[src/rtl/phy_init_pkg.sv]
package phy_init_pkg;

  localparam logic [7:0] ADDR_PWRDN   = 8'hB4;
  localparam logic [7:0] ADDR_PLLTEST = 8'h04;
  localparam logic [7:0] ADDR_TUNE2   = 8'h84;
  localparam logic [7:0] ADDR_PLLSTAT = 8'h38;

  localparam logic [7:0] PWRDN_ALL  = 8'h23;  // clamp, freeze, power-down
  localparam int         BIT_PD     = 0;
  localparam int         BIT_REFSEL = 7;
  localparam int         BIT_LOCK   = 5;

  localparam int TBL_LEN = 10;
  localparam int TBL_IW  = $clog2(TBL_LEN);

  function automatic logic [7:0] tblAddr(input logic [TBL_IW-1:0] i);
    case (i)
      4'd0: tblAddr = 8'h80;
      4'd1: tblAddr = 8'h84;
      4'd2: tblAddr = 8'h88;
      4'd3: tblAddr = 8'h8C;
      4'd4: tblAddr = 8'h08;
      4'd5: tblAddr = 8'h0C;
      4'd6: tblAddr = 8'h10;
      4'd7: tblAddr = 8'h9C;
      4'd8: tblAddr = 8'h1C;
      4'd9: tblAddr = 8'h18;
      default: tblAddr = 8'h00;
    endcase
  endfunction

  function automatic logic [7:0] tblData(input logic [TBL_IW-1:0] i);
    case (i)
      4'd0: tblData = 8'hF8;
      4'd1: tblData = 8'hB3;
      4'd2: tblData = 8'h83;
      4'd3: tblData = 8'hC0;
      4'd4: tblData = 8'h30;
      4'd5: tblData = 8'h79;
      4'd6: tblData = 8'h21;
      4'd7: tblData = 8'h14;
      4'd8: tblData = 8'h9F;
      default: tblData = 8'h00;
    endcase
  endfunction

  typedef enum logic [3:0] {
    BUS_PD_RD, BUS_PD_SET, BUS_TEST_RD, BUS_TBL, BUS_TRIM_RD,
    BUS_TRIM_WR, BUS_PD_CLR, BUS_REF_WR, BUS_REF_RD, BUS_STAT_RD
  } busOp_e;

  typedef enum logic [1:0] {TMR_RST, TMR_PWR, TMR_LOCK} tmrSel_e;

  typedef struct packed {
    logic    latchIn;
    logic    timerLoad;
    tmrSel_e timerSel;
    logic    idxClr;
    logic    idxInc;
    logic    saveTest;
    logic    capData;
    busOp_e  op;
  } ctrlStb_t;

  typedef struct packed {
    logic timerDone;
    logic idxLast;
    logic trimUse;
    logic locked;
    logic diffMode;
  } dpStat_t;

endpackage

[src/rtl/phy_init_dp.sv]
module phy_init_dp
  import phy_init_pkg::*;
#(
  parameter int CLKS_PER_US = 50,
  parameter int RST_US      = 100,
  parameter int PWR_US      = 150,
  parameter int LOCK_US     = 100
) (
  input  logic       clk,
  input  logic       rstN,
  input  ctrlStb_t   stb,
  input  logic [7:0] trimByte,
  input  logic       trimValid,
  input  logic       clkSchemeSel,
  input  logic [7:0] regRdata,
  output dpStat_t    stat,
  output logic       regWrite,
  output logic [7:0] regAddr,
  output logic [7:0] regWdata
);

  localparam int RST_CYC  = CLKS_PER_US * RST_US;
  localparam int PWR_CYC  = CLKS_PER_US * PWR_US;
  localparam int LOCK_CYC = CLKS_PER_US * LOCK_US;
  localparam int MAX_A    = (RST_CYC > PWR_CYC) ? RST_CYC : PWR_CYC;
  localparam int MAX_CYC  = (MAX_A > LOCK_CYC) ? MAX_A : LOCK_CYC;
  localparam int TW       = $clog2(MAX_CYC + 1);

  logic [TW-1:0]     timer;
  logic [TBL_IW-1:0] idx;
  logic [7:0]        savedTest;
  logic [7:0]        rdLatch;
  logic [3:0]        trimLo;
  logic              trimUseQ;
  logic              diffQ;
  logic [7:0]        refVal;

  // one shared down-counter serves all three settle phases
  always_ff @(posedge clk or negedge rstN) begin
    if (!rstN) begin
      timer <= '0;
    end else if (stb.timerLoad) begin
      case (stb.timerSel)
        TMR_RST:  timer <= TW'(RST_CYC - 1);
        TMR_PWR:  timer <= TW'(PWR_CYC - 1);
        default:  timer <= TW'(LOCK_CYC - 1);
      endcase
    end else if (timer != '0) begin
      timer <= timer - TW'(1);
    end
  end

  always_ff @(posedge clk or negedge rstN) begin
    if (!rstN) begin
      idx       <= '0;
      savedTest <= '0;
      rdLatch   <= '0;
      trimLo    <= '0;
      trimUseQ  <= 1'b0;
      diffQ     <= 1'b0;
    end else begin
      if (stb.latchIn) begin
        trimLo   <= trimByte[3:0];
        trimUseQ <= trimValid && (trimByte != 8'h00);
        diffQ    <= !clkSchemeSel;
      end
      if (stb.idxClr)        idx <= '0;
      else if (stb.idxInc)   idx <= idx + TBL_IW'(1);
      if (stb.saveTest)      savedTest <= regRdata;
      if (stb.capData)       rdLatch <= regRdata;
    end
  end

  always_comb begin
    refVal = savedTest;
    refVal[BIT_REFSEL] = !diffQ;
  end

  always_comb begin
    regWrite = 1'b0;
    regAddr  = ADDR_PWRDN;
    regWdata = 8'h00;
    case (stb.op)
      BUS_PD_RD:   regAddr = ADDR_PWRDN;
      BUS_PD_SET:  begin regWrite = 1'b1; regWdata = rdLatch | PWRDN_ALL; end
      BUS_TEST_RD: regAddr = ADDR_PLLTEST;
      BUS_TBL:     begin regWrite = 1'b1; regAddr = tblAddr(idx); regWdata = tblData(idx); end
      BUS_TRIM_RD: regAddr = ADDR_TUNE2;
      BUS_TRIM_WR: begin regWrite = 1'b1; regAddr = ADDR_TUNE2; regWdata = rdLatch | {trimLo, 4'h0}; end
      BUS_PD_CLR:  begin regWrite = 1'b1; regWdata = rdLatch & ~(8'h01 << BIT_PD); end
      BUS_REF_WR:  begin regWrite = 1'b1; regAddr = ADDR_PLLTEST; regWdata = refVal; end
      BUS_REF_RD:  regAddr = ADDR_PLLTEST;
      BUS_STAT_RD: regAddr = ADDR_PLLSTAT;
      default:     regAddr = ADDR_PWRDN;
    endcase
  end

  assign stat.timerDone = (timer == '0);
  assign stat.idxLast   = (idx == TBL_IW'(TBL_LEN - 1));
  assign stat.trimUse   = trimUseQ;
  assign stat.locked    = rdLatch[BIT_LOCK];
  assign stat.diffMode  = diffQ;

endmodule

[src/rtl/phy_init_ctrl.sv]
module phy_init_ctrl
  import phy_init_pkg::*;
(
  input  logic     clk,
  input  logic     rstN,
  input  logic     start,
  input  logic     exitReq,
  input  logic     regReady,
  input  dpStat_t  stat,
  output ctrlStb_t stb,
  output logic     regValid,
  output logic     phyRst,
  output logic     refClkEn,
  output logic     busy,
  output logic     done,
  output logic     error
);

  typedef enum logic [4:0] {
    S_IDLE, S_RST_HOLD, S_PD_RD, S_PD_SET, S_TEST_RD, S_TBL, S_TRIM_RD,
    S_TRIM_WR, S_PDC_RD, S_PDC_WR, S_PWR_WAIT, S_REF_WR, S_REF_RD,
    S_LOCK_WAIT, S_STAT_RD, S_CHECK, S_ACTIVE, S_EX_RD, S_EX_WR
  } state_e;

  state_e state, nxt;
  logic   fire;

  assign fire = regValid && regReady;

  always_comb begin
    nxt      = state;
    stb      = '0;
    stb.op   = BUS_PD_RD;
    regValid = 1'b0;
    case (state)
      S_IDLE: if (start) begin
        stb.latchIn   = 1'b1;
        stb.timerLoad = 1'b1;
        stb.timerSel  = TMR_RST;
        nxt           = S_RST_HOLD;
      end
      S_RST_HOLD: if (stat.timerDone) nxt = S_PD_RD;
      S_PD_RD: begin
        regValid = 1'b1; stb.op = BUS_PD_RD; stb.capData = fire;
        if (fire) nxt = S_PD_SET;
      end
      S_PD_SET: begin
        regValid = 1'b1; stb.op = BUS_PD_SET;
        if (fire) nxt = S_TEST_RD;
      end
      S_TEST_RD: begin
        regValid = 1'b1; stb.op = BUS_TEST_RD;
        stb.saveTest = fire; stb.idxClr = fire;
        if (fire) nxt = S_TBL;
      end
      S_TBL: begin
        regValid = 1'b1; stb.op = BUS_TBL; stb.idxInc = fire;
        if (fire && stat.idxLast) nxt = stat.trimUse ? S_TRIM_RD : S_PDC_RD;
      end
      S_TRIM_RD: begin
        regValid = 1'b1; stb.op = BUS_TRIM_RD; stb.capData = fire;
        if (fire) nxt = S_TRIM_WR;
      end
      S_TRIM_WR: begin
        regValid = 1'b1; stb.op = BUS_TRIM_WR;
        if (fire) nxt = S_PDC_RD;
      end
      S_PDC_RD: begin
        regValid = 1'b1; stb.op = BUS_PD_RD; stb.capData = fire;
        if (fire) nxt = S_PDC_WR;
      end
      S_PDC_WR: begin
        regValid = 1'b1; stb.op = BUS_PD_CLR;
        if (fire) begin
          stb.timerLoad = 1'b1; stb.timerSel = TMR_PWR; nxt = S_PWR_WAIT;
        end
      end
      S_PWR_WAIT: if (stat.timerDone) nxt = S_REF_WR;
      S_REF_WR: begin
        regValid = 1'b1; stb.op = BUS_REF_WR;
        if (fire) nxt = S_REF_RD;
      end
      S_REF_RD: begin
        regValid = 1'b1; stb.op = BUS_REF_RD;
        if (fire) begin
          stb.timerLoad = 1'b1; stb.timerSel = TMR_LOCK; nxt = S_LOCK_WAIT;
        end
      end
      S_LOCK_WAIT: if (stat.timerDone) nxt = S_STAT_RD;
      S_STAT_RD: begin
        regValid = 1'b1; stb.op = BUS_STAT_RD; stb.capData = fire;
        if (fire) nxt = S_CHECK;
      end
      S_CHECK: nxt = stat.locked ? S_ACTIVE : S_IDLE;
      S_ACTIVE: if (exitReq) nxt = S_EX_RD;
      S_EX_RD: begin
        regValid = 1'b1; stb.op = BUS_PD_RD; stb.capData = fire;
        if (fire) nxt = S_EX_WR;
      end
      S_EX_WR: begin
        regValid = 1'b1; stb.op = BUS_PD_SET;
        if (fire) nxt = S_IDLE;
      end
      default: nxt = S_IDLE;
    endcase
  end

  always_ff @(posedge clk or negedge rstN) begin
    if (!rstN) begin
      state <= S_IDLE;
      done  <= 1'b0;
      error <= 1'b0;
    end else begin
      state <= nxt;
      done  <= (state == S_CHECK) && stat.locked;
      if (state == S_IDLE && start)             error <= 1'b0;
      else if (state == S_CHECK && !stat.locked) error <= 1'b1;
    end
  end

  assign phyRst   = (state == S_IDLE) || (state == S_RST_HOLD);
  assign busy     = !((state == S_IDLE) || (state == S_ACTIVE));
  assign refClkEn = stat.diffMode &&
                    (state inside {S_REF_WR, S_REF_RD, S_LOCK_WAIT, S_STAT_RD,
                                   S_CHECK, S_ACTIVE, S_EX_RD, S_EX_WR});

endmodule

[src/rtl/phy_init_seq.sv]
module phy_init_seq
  import phy_init_pkg::*;
#(
  parameter int CLKS_PER_US = 50,
  parameter int RST_US      = 100,
  parameter int PWR_US      = 150,
  parameter int LOCK_US     = 100
) (
  input  logic       clk,
  input  logic       rstN,
  input  logic       start,
  input  logic       exitReq,
  input  logic [7:0] trimByte,
  input  logic       trimValid,
  input  logic       clkSchemeSel,
  output logic       regValid,
  output logic       regWrite,
  output logic [7:0] regAddr,
  output logic [7:0] regWdata,
  input  logic       regReady,
  input  logic [7:0] regRdata,
  output logic       phyRst,
  output logic       refClkEn,
  output logic       busy,
  output logic       done,
  output logic       error
);

  ctrlStb_t stb;
  dpStat_t  stat;

  phy_init_ctrl u_ctrl (
    .clk(clk), .rstN(rstN), .start(start), .exitReq(exitReq),
    .regReady(regReady), .stat(stat), .stb(stb), .regValid(regValid),
    .phyRst(phyRst), .refClkEn(refClkEn), .busy(busy), .done(done),
    .error(error)
  );

  phy_init_dp #(
    .CLKS_PER_US(CLKS_PER_US), .RST_US(RST_US),
    .PWR_US(PWR_US), .LOCK_US(LOCK_US)
  ) u_dp (
    .clk(clk), .rstN(rstN), .stb(stb), .trimByte(trimByte),
    .trimValid(trimValid), .clkSchemeSel(clkSchemeSel), .regRdata(regRdata),
    .stat(stat), .regWrite(regWrite), .regAddr(regAddr), .regWdata(regWdata)
  );

endmodule

[config.mk]
export PLATFORM = sky130hd
export DESIGN_NAME = phy_init_seq
export DESIGN_NICKNAME = d
export VERILOG_FILES = /design/src/rtl/phy_init_pkg.sv /design/src/rtl/phy_init_dp.sv /design/src/rtl/phy_init_ctrl.sv /design/src/rtl/phy_init_seq.sv
export SDC_FILE = /design/constraint.sdc
export NUM_CORES = 1
export LEC_CHECK = 0
export ABC_AREA = 0
export CAP_MARGIN = 15
export CORE_UTILIZATION = 50
export CTS_BUF_LIST = sky130_fd_sc_hd__clkbuf_8
export CTS_CLUSTER_DIAMETER = 120
export CTS_CLUSTER_SIZE = 16
export DETAILED_ROUTE_END_ITERATION = 7
export DONT_BUFFER_PORTS = 1
export PLACE_DENSITY = 0.67
export SYNTH_ARGS = -nofsm -noshare
export SYNTH_HDL_FRONTEND = slang
export SYNTH_SLANG_ARGS = --single-unit
[constraint.sdc]
create_clock -name clk -period 2.5 [get_ports clk]
set_input_delay 0.125 -clock clk [delete_from_list [all_inputs] [get_ports clk]]
set_output_delay 0.125 -clock clk [all_outputs]
set_load 0.05 [all_outputs]
==> results.md <==
* Leak pwr at 0.00148 uW
* CTS clk-pin slew, worst paths at ~0.090 ns
* Outcome: completed
* Crit path kind: register to output pin
* Fillers at 507
* Starting DRC count in detailed routing at ~310
* Mapped Cells at 329
* Final period utilization at a little over nine tenths
* Comb power frac at 60.3%
* Switching share of power at ~50%
* Share of async-settable or async-resettable flops after synthesis at 100%
* Synth unique cells at 56
* DRT met1 WL at 3390 um
* Post-Synth XOR/XNOR Area at under 10%
* Fraction of the mapped netlist area in compound gates at 18.8%
* Main combinational cell family by area after synthesis: simple AND/OR/NAND/NOR gates
* Vias per inst at 5.91
* Crit-path max FO at 18
* Initial Util at 52.6%
* Global-route wire length before repair at 11,800 um
* DP Cell Count at 409
* Core area at 5610 um^2
* IO Port Bufs at 0
* Cell area after synthesis at 2950 um^2
* Final min period at 2.39 ns
* Mux cell area share after synthesis at 9.46%
* Met2 Wirelength at 3220 um
* Yosys warning count at 0
* Post-route ant nets at 0
* CP arrival at between 2 and 2.5 ns
* Worst-Margin Slew at 0.520 ns
* Relative slew slack at 65.4%
* Setup crit end kind: output pin
* CTS tree: yes
* P_sw at roughly 2500 uW
* Vias at 2,551
* Die ar. at 6210 um^2
* Sequential share of the synthesized area at a little under two fifths
* Seq pwr share at a little under a third
* Total track usage at 24.6%
* Max Used Layer: met4
* Post-synth EDFFs at 0
* RD Place Congestion at about 0.94
* Die width at 78.8 um
* Syn Area/Cell at 8.96 um^2
* HPWL Detailed at 5070 um
* Clock root cell: clkbuf_8
* Area growth syn-to-layout at 16.9%
* Max-cap violations at 0
* PD cells at 1420 nW/um^2
* Min-delay worst type: input pin to register
* RSZ-0062 raised after global routing: false
* Die Y at a little under 80 um
* # clock sinks at 45
* GRT overflow at 0
* Routed wl met3 at 398 um
* Pin count of the biggest net entering global routing at 46
* Post-synthesis register bit count at 45
* Vias in the first global route at 2,403
* Clock buffer depth at 2
* Antenna Cells at 0
* Clock network fraction of design power at 9.2%
* Cts bufs inserted at 5
* Final TNS setup at 0 ns
* Worst skew pair latency at 0.30 ns
* Final setup violating endpoints at 0
* Finished Layout Cells at 432
* Routed WL at between 7000 and 8000 um
* WHS Path Cells at 2
* Layout Skew at roughly 0.0086 ns
* Top Ports at 46
* DR pass1 iterations at 4
* Nets at 389
* Setup crit start kind: register
* Htree depth at 2
* Finished Core Util at 61.5%
* Max rail drop VDD at roughly 700 uV
* Synth Area in Simple Gates at 21.8%
* Routed length per instance at 16.5 um
* # DRC at 0
* Row count at 27
* Layout cells sized above 1 at 21.9%
* Top_reg_cell synth: dfrtp_1
* Adder-cell share of the synthesized area at 2.97%
* Fmax at roughly 0.42 GHz
* Worst Reg-to-Reg Cells at 8
* Final hold vios at 0
* CP required at 2.38 ns
* Pint at 2440 uW
* Antenna violations before repair at 0
* Final count of pins violating max slew at 0
## cell usage in the layout, fill, tap and decap left out, drive strengths merged, types with 6 or more instances in the layout
| cell type | count |
|---|---|
| dfrtp | 45 |
| nand2 | 38 |
| buf | 29 |
| o21ai | 26 |
| mux2 | 23 |
| nor2 | 22 |
| a21oi | 20 |
| dlygate4sd3 | 14 |
| inv | 13 |
| xnor2 | 9 |
| nor3 | 9 |
| nand2b | 8 |
| ha | 7 |
| nand3 | 6 |
| and2 | 6 |
| or4 | 6 |
## per-stage QoR
stage	setup WS [ns]	area, um^2	hold slack, ns	total power [uW]
finish	0.113	3450	0.0146	4910
global route	0.0108	3450	0.0142	5260
CTS	0.00734	3430	0.00758	4870
detailed placement	0.259	3170	-0.168	4360
global placement	0.312	3170	-0.169	4320
floorplan	-0.00520	2960	-0.171	3630
## what timing repair did
action | 4_1_cts | 5_1_grt
setup buffers | 0 | 0
gates resized for setup | 2 | 7
hold buffers | 15 | 0
endpoints found under the hold margin | 65 | 0
endpoints found under the setup margin | 6 | 9
## final timing paths
kind,slack (ns),end,startpoint
max reg2reg,0.36,u_dp.timer[4]$_DFFE_PN0P_,u_dp.timer[0]$_DFFE_PN0P_
max in group asynchronous,1.96,u_dp.rdLatch[6]$_DFFE_PN0P_,rstN
min,0.01,u_dp.trimUseQ$_DFFE_PN0P_,trimValid
min reg2reg,0.51,u_dp.rdLatch[7]$_DFFE_PN0P_,u_dp.rdLatch[7]$_DFFE_PN0P_
max,0.11,regWdata[0],u_ctrl.state[0]$_DFFE_PN0P_
min in group asynchronous,0.32,u_dp.idx[2]$_DFFE_PN0P_,rstN
## final cells by class
class                      instances  area (um^2)  area share (%)
clock inverter                     3         17.5           0.508
multi-input combinational        251         1700            49.3
clock buffer                       5         68.8            2.00
inverter                          13         48.8            1.42
tap                               72         90.1            2.61
sequential                        45         1130            32.8
timing repair buffer              43          390            11.3
## synthesized netlist by cell type, types with 2 or more instances
| cell | count | area (um^2) |
|---|---|---|
| dfrtp_1 | 45 | 1130 |
| nand2_1 | 38 | 143 |
| o21ai_0 | 25 | 125 |
| nor2_1 | 21 | 78.8 |
| a21oi_1 | 20 | 100 |
| mux2_2 | 20 | 225 |
| inv_1 | 13 | 48.8 |
| clkbuf_1 | 11 | 41.3 |
| xnor2_1 | 9 | 78.8 |
| buf_2 | 8 | 40.0 |
| nand2b_1 | 8 | 50.1 |
| nor3_1 | 8 | 40.0 |
| ha_1 | 7 | 87.6 |
| and2_1 | 6 | 37.5 |
| nand3_1 | 6 | 30.0 |
| nor2b_1 | 5 | 31.3 |
| o22ai_1 | 5 | 31.3 |
| or4_1 | 5 | 37.5 |
| nor4_1 | 4 | 25.0 |
| a21boi_0 | 3 | 22.5 |
| a21o_1 | 3 | 22.5 |
| a22oi_1 | 3 | 22.5 |
| buf_4 | 3 | 22.5 |
| mux2_1 | 3 | 33.8 |
| or2_2 | 3 | 18.8 |
| or3b_2 | 3 | 26.3 |
| xor2_1 | 3 | 26.3 |
| a211oi_2 | 2 | 25.0 |
| a221o_1 | 2 | 20.0 |
| a222oi_1 | 2 | 20.0 |
| a22o_1 | 2 | 17.5 |
| a32oi_1 | 2 | 17.5 |
| and3_1 | 2 | 12.5 |
| and3b_1 | 2 | 17.5 |
| mux2i_1 | 2 | 20.0 |
| o21a_1 | 2 | 15.0 |
| o21bai_1 | 2 | 15.0 |
| o31ai_1 | 2 | 15.0 |
| o32ai_1 | 2 | 17.5 |
## cells by family (layout without fill, tap and decap cells)
family,after synthesis,in the layout
simple gates,120,120
fa+ha+maj,7,7
other cells,1,3
flops,45,45
compound gates,84,84
buf+inv,35,64
xor+xnor,12,12
mux,25,25
## power by group through the flow
stage          Clock, uW  Combinational, uW  Sequential, uW
2_1_floorplan          0               2360            1270
3_3_place_gp           0               2850            1470
3_5_place_dp           0               2880            1480
4_1_cts              466               2930            1470
5_1_grt              491               3210            1550
6_report             453               2960            1490
## flip-flops by register name, summed over array words and instances (netlist names)
name / flops
u_dp.trimLo: 4
u_dp.diffQ: 1
u_dp.idx: 4
u_ctrl.error: 1
u_dp.savedTest: 7
u_dp.timer: 13
u_dp.trimUseQ: 1
u_ctrl.done: 1
u_dp.rdLatch: 8
u_ctrl.state: 5
## worst max-delay path, stage by stage, from the launching register on
cell and delay (ns):
dfrtp_2 0.54, buf_4 0.23, nor2b_1 0.18, a32oi_1 0.08
nor2_1 0.21, a21boi_0 0.35, a221o_1 0.17, buf_4 0.19
## layer usage
metal,global-route usage [%],up-vias
li1,-,1235
met2,37.1,99
met4,7.41,0
met5,0,-
met1,36.0,1206
met3,3.79,11
Power figures use the tool's default switching activity.
